[config.mk]
export PLATFORM = sky130hd
export DESIGN_NAME = seq_ctrl
export DESIGN_NICKNAME = d
export VERILOG_FILES = /design/src/rtl/seq_ctrl_pkg.sv /design/src/rtl/seq_next_state.sv /design/src/rtl/seq_out_decode.sv /design/src/rtl/seq_ctrl.sv
export SDC_FILE = /design/constraint.sdc
export NUM_CORES = 1
export LEC_CHECK = 0
export CAP_MARGIN = 20
export CORE_UTILIZATION = 42
export CTS_CLUSTER_DIAMETER = 50
export DETAILED_ROUTE_END_ITERATION = 7
export PLACE_DENSITY = 0.79
export SLEW_MARGIN = 20
export SYNTH_ARGS = -nofsm -noshare
export SYNTH_HDL_FRONTEND = slang
export SYNTH_SLANG_ARGS = --single-unit
[constraint.sdc]
create_clock -name clk -period 3.2 [get_ports clk]
set_clock_uncertainty 0.1 [all_clocks]
set_input_delay 0.64 -clock clk [delete_from_list [all_inputs] [get_ports clk]]
set_output_delay 0.64 -clock clk [all_outputs]
set_load 0.01 [all_outputs]
[src/rtl/seq_ctrl_pkg.sv]
package seq_ctrl_pkg;

  localparam int OPC_W = 4;

  typedef enum logic [3:0] {
    ST_IDLE,
    ST_FETCH_A,
    ST_FETCH_B,
    ST_DECODE,
    ST_EXEC_ALU,
    ST_EXEC_ADDR,
    ST_EXEC_RD,
    ST_EXEC_WR,
    ST_EXEC_BR,
    ST_HALT
  } seq_state_e;

  localparam logic [OPC_W-1:0] OPC_NOP = 4'd0;
  localparam logic [OPC_W-1:0] OPC_ADD = 4'd1;
  localparam logic [OPC_W-1:0] OPC_SUB = 4'd2;
  localparam logic [OPC_W-1:0] OPC_AND = 4'd3;
  localparam logic [OPC_W-1:0] OPC_NOT = 4'd4;
  localparam logic [OPC_W-1:0] OPC_RD  = 4'd5;
  localparam logic [OPC_W-1:0] OPC_WR  = 4'd6;
  localparam logic [OPC_W-1:0] OPC_BR  = 4'd7;

  typedef enum logic [1:0] {
    B2_ALU  = 2'd0,
    B2_BUS1 = 2'd1,
    B2_MEM  = 2'd2
  } bus2_src_e;

endpackage

[src/rtl/seq_next_state.sv]
module seq_next_state
  import seq_ctrl_pkg::*;
(
  input  seq_state_e       state,
  input  logic [OPC_W-1:0] opcode,
  input  logic             br_cond,
  input  logic             zero_flag,
  output seq_state_e       state_nx
);

  always_comb begin
    state_nx = state;
    case (state)
      ST_IDLE:    state_nx = ST_FETCH_A;
      ST_FETCH_A: state_nx = ST_FETCH_B;
      ST_FETCH_B: state_nx = ST_DECODE;
      ST_DECODE: begin
        case (opcode)
          OPC_NOP, OPC_NOT:         state_nx = ST_FETCH_A;
          OPC_ADD, OPC_SUB, OPC_AND: state_nx = ST_EXEC_ALU;
          OPC_RD, OPC_WR, OPC_BR:   state_nx = ST_EXEC_ADDR;
          default:                  state_nx = ST_HALT;
        endcase
      end
      ST_EXEC_ADDR: begin
        case (opcode)
          OPC_RD:  state_nx = ST_EXEC_RD;
          OPC_WR:  state_nx = ST_EXEC_WR;
          OPC_BR:  state_nx = (br_cond && !zero_flag) ? ST_FETCH_A : ST_EXEC_BR;
          default: state_nx = ST_HALT;
        endcase
      end
      ST_EXEC_ALU, ST_EXEC_RD, ST_EXEC_WR, ST_EXEC_BR:
        state_nx = ST_FETCH_A;
      ST_HALT:  state_nx = ST_HALT;
      default:  state_nx = ST_HALT;
    endcase
  end

endmodule

[src/rtl/seq_out_decode.sv]
module seq_out_decode
  import seq_ctrl_pkg::*;
#(
  parameter  int NREG   = 4,
  localparam int RSEL_W = $clog2(NREG),
  localparam int B1_W   = $clog2(NREG + 1)
) (
  input  seq_state_e        state,
  input  logic [OPC_W-1:0]  opcode,
  input  logic [RSEL_W-1:0] src,
  input  logic [RSEL_W-1:0] dst,
  output logic [NREG-1:0]   gpr_ld,
  output logic              pc_ld,
  output logic              pc_inc,
  output logic              ir_ld,
  output logic              ar_ld,
  output logic              y_ld,
  output logic              zf_ld,
  output logic              mem_we,
  output logic [B1_W-1:0]   bus1_sel,
  output bus2_src_e         bus2_sel
);

  localparam logic [B1_W-1:0] B1_PC = B1_W'(NREG);

  logic gpr_wr;

  always_comb begin
    gpr_wr   = 1'b0;
    pc_ld    = 1'b0;
    pc_inc   = 1'b0;
    ir_ld    = 1'b0;
    ar_ld    = 1'b0;
    y_ld     = 1'b0;
    zf_ld    = 1'b0;
    mem_we   = 1'b0;
    bus1_sel = '0;
    bus2_sel = B2_ALU;
    case (state)
      ST_FETCH_A: begin
        ar_ld    = 1'b1;
        bus1_sel = B1_PC;
        bus2_sel = B2_BUS1;
      end
      ST_FETCH_B: begin
        ir_ld    = 1'b1;
        pc_inc   = 1'b1;
        bus2_sel = B2_MEM;
      end
      ST_DECODE: begin
        case (opcode)
          OPC_NOT: begin
            gpr_wr   = 1'b1;
            zf_ld    = 1'b1;
            bus1_sel = B1_W'(src);
            bus2_sel = B2_ALU;
          end
          OPC_ADD, OPC_SUB, OPC_AND: begin
            y_ld     = 1'b1;
            bus1_sel = B1_W'(src);
            bus2_sel = B2_BUS1;
          end
          OPC_RD, OPC_WR, OPC_BR: begin
            ar_ld    = 1'b1;
            bus1_sel = B1_PC;
            bus2_sel = B2_BUS1;
          end
          default: ;
        endcase
      end
      ST_EXEC_ALU: begin
        gpr_wr   = 1'b1;
        zf_ld    = 1'b1;
        bus1_sel = B1_W'(dst);
        bus2_sel = B2_ALU;
      end
      ST_EXEC_ADDR: begin
        ar_ld    = 1'b1;
        pc_inc   = 1'b1;
        bus2_sel = B2_MEM;
      end
      ST_EXEC_RD: begin
        gpr_wr   = 1'b1;
        bus2_sel = B2_MEM;
      end
      ST_EXEC_WR: begin
        mem_we   = 1'b1;
        bus1_sel = B1_W'(src);
      end
      ST_EXEC_BR: begin
        pc_ld    = 1'b1;
        bus2_sel = B2_MEM;
      end
      default: ;
    endcase
  end

  // one load enable per general register, selected by the destination field
  for (genvar i = 0; i < NREG; i++) begin : g_gpr_ld
    assign gpr_ld[i] = gpr_wr && (dst == RSEL_W'(i));
  end

endmodule

[src/rtl/seq_ctrl.sv]
module seq_ctrl
  import seq_ctrl_pkg::*;
#(
  parameter  int NREG    = 4,
  localparam int RSEL_W  = $clog2(NREG),
  localparam int INSTR_W = OPC_W + 2 * RSEL_W,
  localparam int B1_W    = $clog2(NREG + 1)
) (
  input  logic               clk,
  input  logic               rst_n,
  input  logic [INSTR_W-1:0] ir_word,
  input  logic               zero_flag,
  output logic [NREG-1:0]    gpr_ld,
  output logic               pc_ld,
  output logic               pc_inc,
  output logic               ir_ld,
  output logic               ar_ld,
  output logic               y_ld,
  output logic               zf_ld,
  output logic               mem_we,
  output logic [B1_W-1:0]    bus1_sel,
  output logic [1:0]         bus2_sel
);

  seq_state_e        state_q;
  seq_state_e        state_nx;
  bus2_src_e         bus2_src;
  logic [OPC_W-1:0]  opcode;
  logic [RSEL_W-1:0] src;
  logic [RSEL_W-1:0] dst;

  // instruction fields: opcode on top, then source, then destination
  assign opcode = ir_word[INSTR_W-1 -: OPC_W];
  assign src    = ir_word[2*RSEL_W-1 -: RSEL_W];
  assign dst    = ir_word[RSEL_W-1:0];

  seq_next_state u_next (
    .state     (state_q),
    .opcode    (opcode),
    .br_cond   (src[0]),
    .zero_flag (zero_flag),
    .state_nx  (state_nx)
  );

  // rst_n is asserted asynchronously and deasserted in step with clk upstream
  always_ff @(posedge clk or negedge rst_n) begin
    if (!rst_n) state_q <= ST_IDLE;
    else        state_q <= state_nx;
  end

  seq_out_decode #(.NREG(NREG)) u_out (
    .state    (state_q),
    .opcode   (opcode),
    .src      (src),
    .dst      (dst),
    .gpr_ld   (gpr_ld),
    .pc_ld    (pc_ld),
    .pc_inc   (pc_inc),
    .ir_ld    (ir_ld),
    .ar_ld    (ar_ld),
    .y_ld     (y_ld),
    .zf_ld    (zf_ld),
    .mem_we   (mem_we),
    .bus1_sel (bus1_sel),
    .bus2_sel (bus2_src)
  );

  assign bus2_sel = bus2_src;


  idle_exit_chk: assert property (@(posedge clk) disable iff (!rst_n)
    state_q == ST_IDLE |=> state_q == ST_FETCH_A);


  fetch_order_chk: assert property (@(posedge clk) disable iff (!rst_n)
    ir_ld |-> $past(ar_ld) && !$past(ir_ld));


  halt_hold_chk: assert property (@(posedge clk) disable iff (!rst_n)
    state_q == ST_HALT |=> state_q == ST_HALT && $stable(state_q));


  halt_quiet_chk: assert property (@(posedge clk) disable iff (!rst_n)
    state_q == ST_HALT |-> !(|gpr_ld) && !pc_ld && !pc_inc && !ir_ld
                           && !ar_ld && !y_ld && !zf_ld && !mem_we);


  gpr_onehot_chk: assert property (@(posedge clk) disable iff (!rst_n)
    $onehot0(gpr_ld));


  write_excl_chk: assert property (@(posedge clk) disable iff (!rst_n)
    mem_we |-> gpr_ld == '0 && !pc_ld);


  pc_src_chk: assert property (@(posedge clk) disable iff (!rst_n)
    pc_ld |-> bus2_sel == B2_MEM);


  addr_then_exec_chk: assert property (@(posedge clk) disable iff (!rst_n)
    (ar_ld && pc_inc) |=> state_q inside {ST_EXEC_RD, ST_EXEC_WR, ST_EXEC_BR, ST_FETCH_A});

endmodule

; Word level (Yosys, flattened, before mapping)
; Memory sizes are Yosys's and may differ from the RTL's.
; Cells that the tools add are included.
[classes]
eq_ne = 18
muxes = 19
reduce_logical = 17
[ops]
columns = op, n
row1 = $eq 4x3->1 const B, 8
row2 = $pmux 4 s5, 1
row3 = $eq 4x2->1 const B, 4
row4 = $pmux 3 s4, 1
row5 = $pmux 4 s3, 1
row6 = $mux 1, 9
row7 = $eq 4x1->1 const B, 2
row8 = $mux 4, 2
row9 = $reduce_or 4->1, 2
row10 = $pmux 1 s2, 3
row11 = $pmux 2 s3, 1
row12 = $pmux 3 s2, 1
row13 = $reduce_or 2->1, 3
row14 = $reduce_or 3->1, 2
row15 = $reduce_or 6->1, 1
row16 = $logic_and 1x1->1, 5
row17 = $reduce_or 5->1, 1
row18 = $eq 2x2->1 const B, 2
row19 = $eq 4x4->1 const B, 1
row20 = $logic_not 4->1, 1
row21 = $eq 2x1->1 const B, 1
row22 = $logic_not 2->1, 1
row23 = $logic_not 1->1, 1
[totals]
ff_bits = 4
romBits = 16
inputBits = 11
output_inout_bits = 16
wordCells = 56
memories = 1
[memory_table]
columns = name, depth, word_bits, rd, rd_clocked_by_memory_dff, wr, line_no
row1 = (no name shown), 8, 2, 1, 0, 0, seq_next_state.sv:18  ; case (opcode)

; Logic depth before layout (Yosys ltp)
[logic_depth]
depth_word = 5
depth_mapped = 4
mapped_depth_nobuf = 3

; Hierarchy
; A second synthesis with hierarchy kept.
[unflattened]
cells_unflattened = 80
area_unflattened_um2 = 565.5
[modules_own_cells]
columns = mod, instances, cells_per_inst, area_per_inst_um2, seq_area_each_um2
row1 = seq_out_decode, 1, 50, 310.3, 0.0
row2 = seq_next_state, 1, 26, 155.1, 0.0
row3 = seq_ctrl, 1, 4, 100.1, 100.1

; Least setup slack after synthesis
; No wires, ideal clock.
[synth_timing]
kind = input to output
start = in ir_word[4]
end = out gpr_ld[1]
arrival_time_ps = 1693
required_time_ps = 2460
setup_slack_ps = 767
path_stages = 4
n_path_buf = 1
path_cell_list = or2_1 buf_6 o32a_4 nor3b_1
[synth_between]
elab_chain_cells = 4
[synth_rtl]
columns = element, line_no
row1 = "start, declared", seq_ctrl.sv:11  ; input logic [INSTR_W-1:0] ir_word,
row2 = $eq 4x3->1, seq_out_decode.sv:51  ; case (opcode)
row3 = $mux 1, seq_out_decode.sv:51
row4 = $pmux 1 s2, seq_out_decode.sv:39  ; case (state)
row5 = $logic_and 1x1->1, seq_out_decode.sv:100  ; assign gpr_ld[i] = gpr_wr && (dst == RSEL_W'(i));
row6 = "end, declared", seq_ctrl.sv:13  ; output logic [NREG-1:0] gpr_ld,
; Every way passes these cells.

; Worst setup path in the final report
[layout_timing]
start = in ir_word[4]
end = out gpr_ld[0]
; The elaborated chain is that of the path after synthesis.

==> impl_metrics.yaml <==
status:
  status: "completed"
final_layout:
  area_delta_synth_final_pct: 63.6
  final_util_pct: 77.2
  largest_register_ffs: 4
  antenna_cells: 0
  multi_input_area_sq_um: 409
  seqCellArea_sq_um: 100
  regMostFlops: "state_q"
  fillerInstances: 111
  layout.nets: 122
  reg.largest.list: "state_q (4)"
  drive_above_1_share_pct: 13.8
min_path:
  hp-class: "input pin to async pin"
power:
  ir_drop_mv: 0.597
  switching_share_pct: 43.1
  p_leak_uw: 0.000417
  p_per_area_mw_per_mm2: 617
  clock_power_share_pct: 12.4
  p_switching_uw: 241
  power.internal_uw: 317
  combPwrFrac_pct: 69.3
  power_frac_seq_pct: 18.3
critical_path:
  crit_start: "ir_word[4]"
  rrSetupSlack_ps: 1710
  endpoint_kind: "primary output"
  cp_max_fo: 4
  start_kind: "input pin"
  worst-r2r-cell-count: 3
  reg2reg_to: "state_q[2]"
  crit_required_ps: 2460
  path_class: "input pin to primary output"
  worstPathArrival_ps: 2400
  rr_startpoint: "state_q[2]"
synth:
  syn-num-nets: 86
  synth_area_sq_um: 553
  synthTopCellsByCount: "7 x nand2b_1, 7 x nor2_1, 5 x nand2_1"
  synth.distinct_cells: 33
  synthFlopType: "dfrtp_1"
  synth.avg_cell_area_sq_um: 7.37
  synth_top_area_cell: "dfrtp_1"
  synth-seq-cells: 4
  ys_warn_count: 0
  async_flop_share_pct: 100
  synth_edf_count: 0
  ys_seq_area_share_pct: 18.1
  synth_area_leaders: "dfrtp_1 18%, nand2b_1 7.9%, nor3b_1 5.4%, nor2_1 4.8%, nor2b_1 4.5%"
  synth_top_area_share_pct: 18.1
  postSynthCellCount: 75
placement:
  portBuffers: 26
  dp_hpwl_um: 1170
  place_ws_ps: -57.5
  routabilityCongestion: 0.805
clock_tree:
  cts_tree: "yes"
  ctsLongestPathBuffers: 2
  clkTransAtPathRegs_ps: 40
  clock_latency_ps: 250
  clockRootBuffer: "clkbuf_4"
  numCtsBuffers: 3
  htree_levels: 1
  hold_buffers: 0
  clkSinkCount: 4
detailed_routing:
  drt-initial-drc-count: 19
  post-route-drc-count: 0
  via_per_inst: 5.55
  drt_first_pass_iters: 4
  routedWlPerCell_um: 12.8
  wirelength_um: 1570
  antenna_left: 0
  vias: 683
floorplanning:
  die_area_sq_mm: 0.00147
  coreArea_sq_mm: 0.00117
  die_w_um: 38.3
  initial_utilization_pct: 47.2
  num_io_pins: 27
  rows: 12
  die_h_um: 38.3
timing:
  slew_viol_final: 0
  setup_ws_ps: 60.5
  fmaxAchievable_ghz: 0.319
  slew_headroom_pct: 77.1
  rsz0062_at_grt: "false"
  hold_ws_ps: 491
  final_hold_viol_count: 0
  period_share_pct: 98.1
  setup_viol: 0
  tightestPinTransition_ps: 344
  finalCriticalPeriod_ps: 3140
global_route:
  grt_pass1_vias: 586
  grt_max_degree: 18
  overflow: 0
  grt_first_pass_wirelength_um: 2570
  antenna_found_initial: 0
  grt_usage_pct: 25.2
flow_run:
  cap_violations: 0
==> cell families after synthesis <==
logic type / after synthesis / share of synthesized area (%)
compound gates: 18 / 26.9
xor+xnor: 3 / 4.75
buf+inv: 9 / 7.92
flops: 4 / 18.1
simple gates: 41 / 42.3
==> stage by stage <==
stage / instance area (sq um) / power (uW) / TNS (ps) / cells
floorplan: 553 / 321 / 0 / 75
global placement: 877 / 481 / 0 / 120
detailed placement: 877 / 489 / -88.1 / 120
CTS: 897 / 560 / 0 / 123
global route: 905 / 597 / 0 / 123
finish: 905 / 558 / 0 / 123
==> layout make-up <==
cell class / instances / share of cell area [%]
multi-input cells: 62 / 45.2
inverters: 4 / 1.66
well taps: 14 / 1.94
flip-flops and latches: 4 / 11.1
repair buffers: 36 / 37.6
clock buffers: 3 / 2.49
==> power groups by stage <==
stage,logic (uW),clock network (uW),registers (uW)
CTS,388,70.5,101
detailed placement,388,0,102
global route,419,74.2,104
global placement,381,0,100
floorplan,230,0,90.5
finish,387,69.3,102
==> how the worst max path moves through the flow <==
stage,endpoint,slack [ps],cells after the start
after floorplan,gpr_ld[1],770,4
after global placement,zf_ld,20,6
after detailed placement,bus1_sel[0],-60,6
after CTS,gpr_ld[1],4,5
after global routing,gpr_ld[0],0.5,5
final,gpr_ld[0],60,5
==> placed cells by master, fill, tap and decap left out, types with 2 or more instances in the layout <==
master,synthesis,final
nand2_1,5,5
a21oi_1,2,2
inv_1,4,4
dfrtp_1,4,4
nand2b_1,7,7
dlymetal6s2s_1,0,3
nor3b_1,4,4
and3_1,3,3
dlygate4sd2_1,0,2
buf_4,0,10
nor2_1,7,7
clkdlybuf4s50_1,0,21
nor3_1,3,3
nand3_1,2,2
nor2b_1,4,4
o21ai_0,4,4
clkbuf_4,0,3
xor2_1,2,2
o21a_1,2,2
o41ai_1,2,2
==> critical path, stage by stage <==
cell and delay, ps:
clkdlybuf4s50_1 410, or2_1 260, o32a_4 400, nor3_1 130
clkdlybuf4s50_1 560
==> layer usage <==
metal	share of wire [%]	vias up	GRT usage, %
met5	0	-	0
met4	1.1	0	8.93
met3	7.1	3	5.81
met1	44	304	29.9
met2	48	30	43.6
li1	-	346	-
==> timing repair <==
item / in CTS / in global routing
resized for setup: 2 / 3
setup buffers: 0 / 0
endpoints found under the setup margin: 2 / 3
Note: power is estimated with default switching activity, not from simulation.
